`config.mk`:
```
export PLATFORM = sky130hd
export DESIGN_NAME = hcdb_doorbell
export DESIGN_NICKNAME = d
export VERILOG_FILES = /design/src/rtl/hcdb_pkg.sv /design/src/rtl/hcdb_flag.sv /design/src/rtl/hcdb_irq_gate.sv /design/src/rtl/hcdb_ctl_bit.sv /design/src/rtl/hcdb_doorbell.sv
export SDC_FILE = /design/constraint.sdc
export NUM_CORES = 1
export LEC_CHECK = 0
export BUFFER_PORTS_ARGS = -buffer_cell sky130_fd_sc_hd__clkbuf_2
export CAP_MARGIN = 20
export CORE_AREA = 10 10 47 49
export CTS_CLUSTER_DIAMETER = 200
export DETAILED_ROUTE_END_ITERATION = 12
export DIE_AREA = 0 0 57 59
export GPL_TIMING_DRIVEN = 0
export PLACE_DENSITY_LB_ADDON = 0.3
export REMOVE_ABC_BUFFERS = 1
export SYNTH_ARGS = -nofsm -noshare
export SYNTH_HDL_FRONTEND = slang
export SYNTH_SLANG_ARGS = --single-unit
```
`constraint.sdc`:
```
create_clock -name clk -period 0.85 [get_ports clk]
set_clock_uncertainty 0.05 [all_clocks]
set_input_delay 0.085 -clock clk [delete_from_list [all_inputs] [get_ports clk]]
set_output_delay 0.085 -clock clk [all_outputs]
set_load 0.02 [all_outputs]
```
`src/rtl/hcdb_pkg.sv`:
```
package hcdb_pkg;

    typedef enum logic {
        FLAG_IDLE = 1'b0,
        FLAG_PEND = 1'b1
    } flag_state_e;

    typedef enum logic {
        IRQ_QUIET  = 1'b0,
        IRQ_ACTIVE = 1'b1
    } irq_state_e;

endpackage

```
`src/rtl/hcdb_flag.sv`:
```
module hcdb_flag
    import hcdb_pkg::*;
(
    input  logic clk,
    input  logic rst_n,
    input  logic set_i,
    input  logic clr_i,
    output logic pend_o
);

    flag_state_e state_q;
    flag_state_e state_d;

    // raise / acknowledge; a set in the same cycle as a clear wins
    always_comb begin
        state_d = state_q;
        unique case (state_q)
            FLAG_IDLE: if (set_i)           state_d = FLAG_PEND;
            FLAG_PEND: if (clr_i && !set_i) state_d = FLAG_IDLE;
            default:                        state_d = FLAG_IDLE;
        endcase
    end

    always_ff @(posedge clk) begin
        if (!rst_n) state_q <= FLAG_IDLE;
        else        state_q <= state_d;
    end

    always_comb pend_o = (state_q == FLAG_PEND);

endmodule

```
`src/rtl/hcdb_irq_gate.sv`:
```
module hcdb_irq_gate
    import hcdb_pkg::*;
(
    input  logic clk,
    input  logic rst_n,
    input  logic pend_i,
    input  logic open_i,
    output logic irq_o
);

    irq_state_e state_q;
    irq_state_e state_d;
    logic       want;

    always_comb begin
        want    = pend_i && open_i;
        state_d = state_q;
        unique case (state_q)
            IRQ_QUIET:  if (want)  state_d = IRQ_ACTIVE;
            IRQ_ACTIVE: if (!want) state_d = IRQ_QUIET;
            default:               state_d = IRQ_QUIET;
        endcase
    end

    always_ff @(posedge clk) begin
        if (!rst_n) state_q <= IRQ_QUIET;
        else        state_q <= state_d;
    end

    always_comb irq_o = (state_q == IRQ_ACTIVE);

endmodule

```
`src/rtl/hcdb_ctl_bit.sv`:
```
module hcdb_ctl_bit #(
    parameter logic RESET_VAL = 1'b0
) (
    input  logic clk,
    input  logic rst_n,
    input  logic we_i,
    input  logic d_i,
    output logic q_o
);

    always_ff @(posedge clk) begin
        if (!rst_n)    q_o <= RESET_VAL;
        else if (we_i) q_o <= d_i;
    end

endmodule

```
`src/rtl/hcdb_doorbell.sv`:
```
module hcdb_doorbell (
    input  logic clk,
    input  logic rst_n,
    input  logic host_we,
    input  logic host_ring,
    input  logic host_ack,
    input  logic host_hold,
    input  logic core_we,
    input  logic core_clr,
    input  logic core_raise,
    input  logic core_mask,
    output logic core_db_o,
    output logic host_db_o,
    output logic irq_core_o,
    output logic irq_host_o
);

    logic mask_q;
    logic hold_q;
    logic db_set, db_clr, up_set, up_clr;

    always_comb begin
        db_set = host_we && host_ring;
        db_clr = core_we && core_clr;
        up_set = core_we && core_raise;
        up_clr = host_we && host_ack;
    end

    hcdb_ctl_bit #(.RESET_VAL(1'b0)) u_mask (
        .clk(clk), .rst_n(rst_n), .we_i(core_we), .d_i(core_mask), .q_o(mask_q)
    );

    hcdb_ctl_bit #(.RESET_VAL(1'b0)) u_hold (
        .clk(clk), .rst_n(rst_n), .we_i(host_we), .d_i(host_hold), .q_o(hold_q)
    );

    hcdb_flag u_db_flag (
        .clk(clk), .rst_n(rst_n), .set_i(db_set), .clr_i(db_clr), .pend_o(core_db_o)
    );

    hcdb_flag u_up_flag (
        .clk(clk), .rst_n(rst_n), .set_i(up_set), .clr_i(up_clr), .pend_o(host_db_o)
    );

    hcdb_irq_gate u_core_gate (
        .clk(clk), .rst_n(rst_n), .pend_i(core_db_o), .open_i(mask_q), .irq_o(irq_core_o)
    );

    hcdb_irq_gate u_host_gate (
        .clk(clk), .rst_n(rst_n), .pend_i(host_db_o), .open_i(!hold_q), .irq_o(irq_host_o)
    );

endmodule

```
==> metrics.md, run 1 <==
| Metric | Value |
|---|---|
| Drt first pass iters | 2 |
| First-pass GRT wire length | 1000 um |
| Routed wire length per instance | 11.60 um |
| Via count | 209 |
| Core ar. | 1401 um2 |
| DR vias/cell | 3.943 |
| DP Area | 287.8 um2 |
| Worst Path Arrival | 0.69 ns |
| Starting Density | 0.1446 |
| Total CTS buffers | 3 |
| Row Count | 14 |
| Area of the mapped netlist | 202.7 um2 |
| # port buffers | 13 |
| Crit start category | flop |
| Synth Area per Inst | 10.67 um2 |
| Top cell type's share of synthesized area | 0.5926 |
| Worst Path Required | 0.71 ns |
| Stages on worst setup path | 1 |
| Top cells by count, synth | dfxtp_1 (6), mux2i_1 (2), nand2_1 (2), nor2b_1 (2) |
| CTS tree | yes |
| RSZ-0062 raised after global routing | yes |
| Final Setup Violations | 0 |
| Critical path's top delay family | flip-flops |
| Final Critical Period | 0.8296 ns |
| Setup WS post-layout | 0.02036 ns |
| Gr usage total | 0.04276 |
| EDFF count, synth | 0 |
| Max Root-Sink Buffers | 2 |
| Critical Path Slowest Stage Cell | dfxtp_2 |
| Io pins | 14 |
| Root buffer selected by CTS | clkbuf_4 |
| Yosys reg bits | 6 |
| Crit Path Class | flop to output port |
| Initial drt markers | 2 |
| Peak fanout along the critical path | 2 |
| # DRC | 0 |
| Finished Cell Area | 370.4 um2 |
| Hold-fix buffers, CTS | 0 |
| TNS Setup | 0 ns |
| Clock sinks | 6 |
| Pre-CTS setup slack | 0.1088 ns |
| Synth cell types | 11 |
| Total power | 0.0006716 W |
| Most common cell in the netlist | dfxtp_1 |
| GR Overflow Total | 0 |
| Buf/Inv on CP | 1 |
| Final worst-path cycle share | 0.9760 |
| Critical path, cell by cell | buf_8 |
| Maximum vdd ir drop | 0.6143 mV |
| Fin. Hold Viols | 0 |
| Seq/Total Area, Yosys | 0.5926 |
| Hold Path Class | primary input to flop |
| Status | complete, no violations |
| Tightest Pin Transition | 0.1162 ns |
| Largest net degree at the start of global routing | 8 |
| Async SR Flop Fraction | 0 |
| Setup slack, reg-to-reg | 0.04 ns |
| Initial antenna violation count | 0 |
| Die ar. | 3363 um2 |
| Crit. End Element | output port |
| P_leak | 0.1824 nW |
| WL final | 615 um |
| Util after Layout | 0.2643 |
| Ant. Diodes | 0 |
| Layout cells sized above 1 | 0.6216 |
| Top_reg_cell synth | dfxtp_1 |
| Max Slew Vio Count | 0 |
| WHS Path Cells | 3 |
| Worst path max stage delay | 0.34 ns |
| PD cells | 1813 nW/um2 |
| Slew headroom | 0.9203 |
| R2r worst-path depth | 2 |
| Synthesis Warnings | 0 |
| Post-DRT Antenna Nets | 0 |
| Nets | 49 |
| Layout Area Growth over Synthesis | 82.72% |
| Ranking of synthesized cells by area | dfxtp_1 (59%), mux2i_1 (9.9%), nor2b_1 (6.2%) |
| Post-synth top area cell | dfxtp_1 |
| Fmax | 1205 MHz |
| Vias in the first global route | 244 |
| Clock-pin transition on the worst setup and hold timing paths | 0.04 ns |
| H-tree depth | 1 |
| Clk_lat worst skew | 0.24 ns |
| Mapped Cells | 19 |
| Gp weighted congestion | 0.5253 |
| Die width | 57 um |
| Max cap viols | 0 |
| Die Y | 59 um |
## repair_timing
action | CTS | global route
endpoints found under the setup margin | 4 | 4
gates resized for setup | 10 | 6
cloned | 0 | 0
buffers inserted | 1 | 1
## worst paths after layout
path / start / end
setup / recovery: u_up_flag.pend_o / host_db_o
setup reg to reg: u_db_flag.pend_o / u_core_gate.irq_o
hold reg to reg: u_hold.q_o / u_host_gate.irq_o
hold / removal: core_raise / u_up_flag.pend_o
## cell usage in the layout (no fill, tap or decap), types with 2 or more instances in the layout
master	Yosys	routed
clkbuf_4	0	3
clkbuf_2	0	9
buf_4	0	2
dfxtp_1	6	2
mux2i_1	2	2
buf_8	0	4
dfxtp_2	0	4
nand2_1	2	2
nor2b_1	2	2
## state kept, by name, indices dropped and copies added, names as in the netlist
name and flops:
u_core_gate.irq_o 1, u_host_gate.irq_o 1, u_up_flag.pend_o 1, u_db_flag.pend_o 1, u_mask.q_o 1, u_hold.q_o 1
## where the power goes
part           internal, W  switching [W]   total, W
Combinational    0.0000591      0.0000379  0.0000970
Sequential        0.000300     0.00000998   0.000310
Clock             0.000160       0.000105   0.000265
## metal layers
| metal | GRT usage | part of all wire |
|---|---|---|
| met1 | 0.03915 | 0.51 |
| met2 | 0.05116 | 0.30 |
| met5 | 0 | 0 |
| met4 | 0.03020 | 0.013 |
| met3 | 0.05150 | 0.18 |
## area by class of cell
cell class | count | area, um2
fill | 164 | 1031
sequential | 6 | 125.1
timing repair buffer | 15 | 120.1
multi-input combinational | 13 | 82.58
clock buffer | 3 | 22.52
tap | 16 | 20.02
## kinds of logic (layout without fill, tap and decap cells)
logic type,after synthesis,after routing,share of synthesized area
compound gates,2,2,0.06789
mux,2,2,0.09877
buf+inv,0,18,0
flops,6,6,0.5926
simple gates,9,9,0.2408
## metrics by stage
stage	hold slack [ns]	std cells
2_1_floorplan	0.1632	19
3_3_place_gp	0.2680	48
3_5_place_dp	0.2822	48
4_1_cts	0.02749	52
5_1_grt	0.06635	53
6_report	0.03228	53
Power figures use the tool's default switching activity.
==> run 2, diff against run 1 <==
SYNTH_HIERARCHICAL = 1   (was unset)
==> metrics.md, run 2 <==
| Metric | Value |
|---|---|
| Nets | 50 (+2.0%) |
| Max cap viols | 0 (unchanged) |
| Initial drt markers | 2 (unchanged) |
| Post-DRT Antenna Nets | 0 (unchanged) |
| H-tree depth | 1 (unchanged) |
| Ranking of synthesized cells by area | dfxtp_1 (51%), nor2b_4 (12%), and2_1 (11%) |
| R2R Path Start | u_up_flag/pend_o |
| Clk_lat worst skew | 0.24 ns (about the same) |
| Register area | 122.6 um2 (-2.0%) |
| Peak fanout along the critical path | 3 (+1) |
| Vias in the first global route | 255 (+4.5%) |
| Worst Path Arrival | 0.70 ns (about the same) |
| Total power | 0.0006616 W (-1.5%) |
| Synthesis Warnings | 6 (+6) |
| Max Root-Sink Buffers | 2 (unchanged) |
| Ant. Diodes | 0 (unchanged) |
| Top_reg_cell synth | dfxtp_1 |
| Final Setup Violations | 0 (unchanged) |
| Most frequent cells in the layout | clkbuf_2 (9), and2_1 (4), dfxtp_1 (4) |
| Worst Hold Launch | host_hold |
| Top cell type's share of synthesized area | 0.5079 (-0.08466) |
| DPL Wire Length | 507.5 um |
| Starting Density | 0.1688 (+0.02411) |
| Mapped Cells | 21 (+2) |
| Maximum vdd ir drop | 0.6001 mV (-2.3%) |
| Yosys reg bits | 6 (unchanged) |
| Clock sinks | 6 (unchanged) |
| RSZ-0062 raised after global routing | yes |
| Critical path, cell by cell | buf_8 |
| Post-route insts no fill | 54 (+1.9%) |
| Post-synth top area cell | dfxtp_1 |
| Finished Cell Area | 379.1 um2 (+2.4%) |
| Via count | 205 (-1.9%) |
| Clock-pin transition on the worst setup and hold timing paths | 0.04 ns (about the same) |
| Final Critical Period | 0.8384 ns (+0.008740 ns) |
| Area of the multi-input gates | 112.6 um2 (+36%) |
| Layout filler cell count | 165 (+0.61%) |
| Status | complete, no violations |
| DP Area | 321.6 um2 (+12%) |
| Seq/Total Area, Yosys | 0.5079 (-0.08466) |
| Synth Area per Inst | 11.26 um2 (+5.6%) |
| Worst Path Required | 0.71 ns (about the same) |
| Die ar. | 3363 um2 (unchanged) |
| Fmax | 1193 MHz (-1.0%) |
| Layout cells sized above 1 | 0.5526 (-0.06899) |
| Area of the mapped netlist | 236.5 um2 (+17%) |
| Critical path's top delay family | flip-flops |
| Async SR Flop Fraction | 0 (unchanged) |
| Tightest Pin Transition | 0.1172 ns (+0.0009773 ns) |
| # DRC | 0 (unchanged) |
| Inst Count DP | 50 (+4.2%) |
| Io pins | 14 (unchanged) |
| Hold-fix buffers, CTS | 0 (unchanged) |
| Worst Setup SP | u_db_flag/pend_o |
| CTS tree | yes |
| Commonest non-fill, non-tap cell in the layout | clkbuf_2 |
| Hold Slack | 0.05743 ns (+0.02514 ns) |
| Synth cell types | 8 (-3) |
| Layout Area Growth over Synthesis | 60.32% |
| Initial antenna violation count | 0 (unchanged) |
| GR Overflow Total | 0 (unchanged) |
| Die width | 57 um (unchanged) |
| Core ar. | 1401 um2 (unchanged) |
| Total CTS buffers | 3 (unchanged) |
| Gr usage total | 0.04723 (+0.004462) |
| Drt first pass iters | 2 (unchanged) |
| Crit Path Class | flop to output port |
| # port buffers | 13 (unchanged) |
| EDFF count, synth | 0 (unchanged) |
| P_leak | 0.1858 nW (+1.9%) |
| Final worst-path cycle share | 0.9863 (+0.01028) |
| Routed wire length per instance | 11.72 um (+1.0%) |
| Row Count | 14 (unchanged) |
| Crit. End Element | output port |
| Gp weighted congestion | 0.5861 (+12%) |
| Worst path max stage delay | 0.35 ns (about the same) |
| Top cells by count, synth | dfxtp_1 (6), and2_1 (4) |
| WL final | 633 um (+2.9%) |
| Die Y | 59 um (unchanged) |
| Critical Path Slowest Stage Cell | dfxtp_2 |
| Most common cell in the netlist | dfxtp_1 |
| DR vias/cell | 3.796 (-3.7%) |
| Buf/Inv on CP | 1 (unchanged) |
| Root buffer selected by CTS | clkbuf_4 |
| Largest net degree at the start of global routing | 7 (-1) |
| Slew headroom | 0.9196 (about the same) |
| Max Slew Vio Count | 0 (unchanged) |
| Fin. Hold Viols | 0 (unchanged) |
| First-pass GRT wire length | 1131 um (+13%) |
| Hold Path Class | primary input to flop |
| PD cells | 1745 nW/um2 (-3.8%) |
| Crit start category | flop |
[run 2: layout make-up]
type	count	share of cell area
timing repair buffer	14	0.2574
sequential	6	0.3234
inverter	1	0.009901
clock buffer	3	0.05941
tap	16	0.05281
multi-input combinational	14	0.2970
[run 2: cells by family after synthesis]
kind of cell           share of synthesized area
AOI/OAI and AO/OA                        0.06347
DFF                                       0.5080
buffers and inverters                    0.01586
and+or+nand+nor                           0.3280
muxes                                    0.08466
[run 2: worst paths after layout]
check	end	slack, ns	depth (start not counted)
setup reg to reg	u_up_flag/pend_o	0.08	2
setup / recovery	core_db_o	0.01	1
hold / removal	u_hold/q_o	0.06	3
hold reg to reg	u_core_gate/irq_o	0.43	1
[run 2: tightest hold or removal path: stages]
cell and delay [ns]:
clkbuf_2 0.07, mux2i_1 0.05, nor2b_1 0.10
[run 2: power breakdown]
| part | internal (W) | switching, W |
|---|---|---|
| combinational | 0.0000596 | 0.0000377 |
| clock | 0.000159 | 0.0000975 |
| sequential | 0.000298 | 0.00000959 |
[run 2: metal layers]
layer / routed length [um] / vias to the layer above / GRT usage
met1: 270 / 88 / 0.03828
met2: 271 / 14 / 0.06667
li1: - / 103 / -
met4: 0 / 0 / 0.03020
met3: 90 / 0 / 0.05365
met5: 0 / - / 0
[run 2: stage by stage]
stage / utilization / setup WS, ns / setup TNS [ns]
3_3_place_gp: 0.2295 / 0.1055 / 0
6_report: 0.2705 / 0.01162 / 0
3_5_place_dp: 0.2295 / 0.09531 / 0
4_1_cts: 0.2670 / -0.02157 / -0.04251
5_1_grt: 0.2705 / -0.03192 / -0.05983
2_1_floorplan: - / 0.03773 / 0
[run 2: repair_timing]
item,in CTS,in global routing
pin swaps,0,0
buffers inserted,1,0
setup endpoints to repair,3,4
endpoints found under the hold margin,0,0
gates resized for setup,7,5
==> run 3, diff against run 2 <==
clock period = 1 ns   (was 0.85 ns; I/O delays follow)
==> metrics.md, run 3 (synthesized netlist as in run 2, its figures left out) <==
| Metric | Value |
|---|---|
| Status | complete, no violations |
| Stages on worst setup path | 1 (unchanged) |
| Buf/Inv on CP | 1 (unchanged) |
| WHS Path Cells | 3 (unchanged) |
| H-tree depth | 1 (unchanged) |
| Tightest Pin Transition | 0.1170 ns (-0.0001901 ns) |
| # DRC | 0 (unchanged) |
| Final worst-path cycle share | 0.9181 |
| Ant. Diodes | 0 (unchanged) |
| Clk_lat worst skew | 0.24 ns (about the same) |
| Root buffer selected by CTS | clkbuf_4 |
| Critical Path Slowest Stage Cell | dfxtp_1 |
| Core ar. | 1401 um2 (unchanged) |
| Final Setup Violations | 0 (unchanged) |
| Clock share of power | 0.400 (+0.012) |
| DPL Wire Length | 507.5 um (unchanged) |
| Post-DRT Antenna Nets | 0 (unchanged) |
| Most frequent cells in the layout | clkbuf_2 (13), dfxtp_1 (6), and2_1 (4) |
| Die width | 57 um (unchanged) |
| Initial antenna violation count | 0 (unchanged) |
| Worst Path Arrival | 0.77 ns (+0.07 ns) |
| P_leak | 0.1727 nW (-7.1%) |
| WL final | 599 um (-5.4%) |
| First-pass GRT wire length | 1062 um (-6.1%) |
| Finished Cell Area | 344.1 um2 (-9.2%) |
| Max cap viols | 0 (unchanged) |
| Post-CTS Setup Bufs | 0 (-1) |
| GR Overflow Total | 0 (unchanged) |
| # port buffers | 13 (unchanged) |
| Max Slew Vio Count | 0 (unchanged) |
| Gr usage total | 0.04419 (-0.003033) |
| Internal | 0.0004250 W (-18%) |
| Peak fanout along the critical path | 3 (unchanged) |
| Area of the multi-input gates | 112.6 um2 (unchanged) |
| Commonest non-fill, non-tap cell in the layout | clkbuf_2 |
| Clock-pin transition on the worst setup and hold timing paths | 0.04 ns (about the same) |
| Nets | 49 (-2.0%) |
| Crit start category | flop |
| Drt first pass iters | 2 (unchanged) |
| Maximum vdd ir drop | 0.6508 mV (+8.4%) |
| Setup slack, reg-to-reg | 0.25 ns (+0.17 ns) |
| Starting Density | 0.1688 (unchanged) |
| Initial drt markers | 2 (unchanged) |
| Row Count | 14 (unchanged) |
| Via count | 194 (-5.4%) |
| Post-route insts no fill | 53 (-1.9%) |
| Total power | 0.0005437 W (-18%) |
| Vias in the first global route | 243 (-4.7%) |
| Final Critical Period | 0.9181 ns |
| DP Area | 321.6 um2 (unchanged) |
| Slew headroom | 0.9197 (about the same) |
| Fin. Hold Viols | 0 (unchanged) |
| Switching power | 0.0001186 W (-18%) |
| Inst Count DP | 50 (unchanged) |
| Critical path, cell by cell | clkbuf_2 |
| Layout Area Growth over Synthesis | 45.50% |
| Util after Layout | 0.2455 (-0.02500) |
| PD cells | 1580 nW/um2 (-9.5%) |
| Routed wire length per instance | 11.30 um (-3.6%) |
| Total CTS buffers | 3 (unchanged) |
| Net Sw Frac | 0.2182 (-0.0006640) |
| Max Root-Sink Buffers | 2 (unchanged) |
| R2r worst-path depth | 2 (unchanged) |
| Io pins | 14 (unchanged) |
| Hold-fix buffers, CTS | 0 (unchanged) |
| Clock sinks | 6 (unchanged) |
| Critical path's top delay family | flip-flops |
| Die Y | 59 um (unchanged) |
| Gp weighted congestion | 0.5861 (unchanged) |
| Seq pwr share | 0.475 (+0.010) |
| TNS Setup | 0 ns (unchanged) |
| Worst Path Required | 0.85 ns (+0.14 ns) |
| Worst path max stage delay | 0.35 ns (about the same) |
| Fmax | 1089 MHz |
| Gate power share | 0.125 (-0.022) |
| Hold Path Class | primary input to flop |
| Layout cells sized above 1 | 0.4865 (-0.06615) |
| Crit. End Element | output port |
| CTS tree | yes |
| RSZ-0062 raised after global routing | no |
| Largest net degree at the start of global routing | 7 (unchanged) |
| Register area | 120.1 um2 (-2.0%) |
| Die ar. | 3363 um2 (unchanged) |
| Post-cts resize count | 0 (-7) |
| Crit Path Class | flop to output port |
| Layout filler cell count | 170 (+3.0%) |
| DR vias/cell | 3.660 (-3.6%) |
==> run 3: cell types whose count changed in the layout (fill, tap and decap cells not counted), sizes merged <==
cell | before | now
buf | 5 | 0
clkbuf | 12 | 16
==> run 3: final timing paths <==
kind,end,start
setup reg to reg,u_db_flag/pend_o,u_db_flag/pend_o
hold / removal,u_mask/q_o,core_mask
hold reg to reg,u_core_gate/irq_o,u_mask/q_o
setup / recovery,core_db_o,u_db_flag/pend_o
==> run 3: power by group through the flow <==
stage	clock [W]	sequential, W	combinational, W
floorplan	0	0.000270	0.0000288
global placement	0	0.000263	0.0000686
detailed placement	0	0.000263	0.0000693
CTS	0.000233	0.000259	0.0000696
global route	0.000255	0.000260	0.0000769
finish	0.000217	0.000258	0.0000682
==> run 3: per-stage QoR <==
step           hold slack (ns)  worst slack, ns
4_1_cts                0.06907          0.04711
2_1_floorplan           0.1675           0.1877
3_5_place_dp            0.3217           0.2453
3_3_place_gp            0.3156           0.2555
5_1_grt                0.08005          0.02148
6_report               0.07178          0.08195
==> run 3: layer usage <==
layer	global-route usage	routed length (um)
met5	0	0
met4	0.03020	0
met3	0.05150	98
met2	0.05271	231
met1	0.04187	269
==> run 3: cell type report <==
class                   instances  share of cell area
flip-flops and latches          6              0.3491
multi-input cells              14              0.3273
repair buffers                 13              0.1891
clock buffers                   3             0.06545
well taps                      16             0.05818
inverters                       1             0.01091
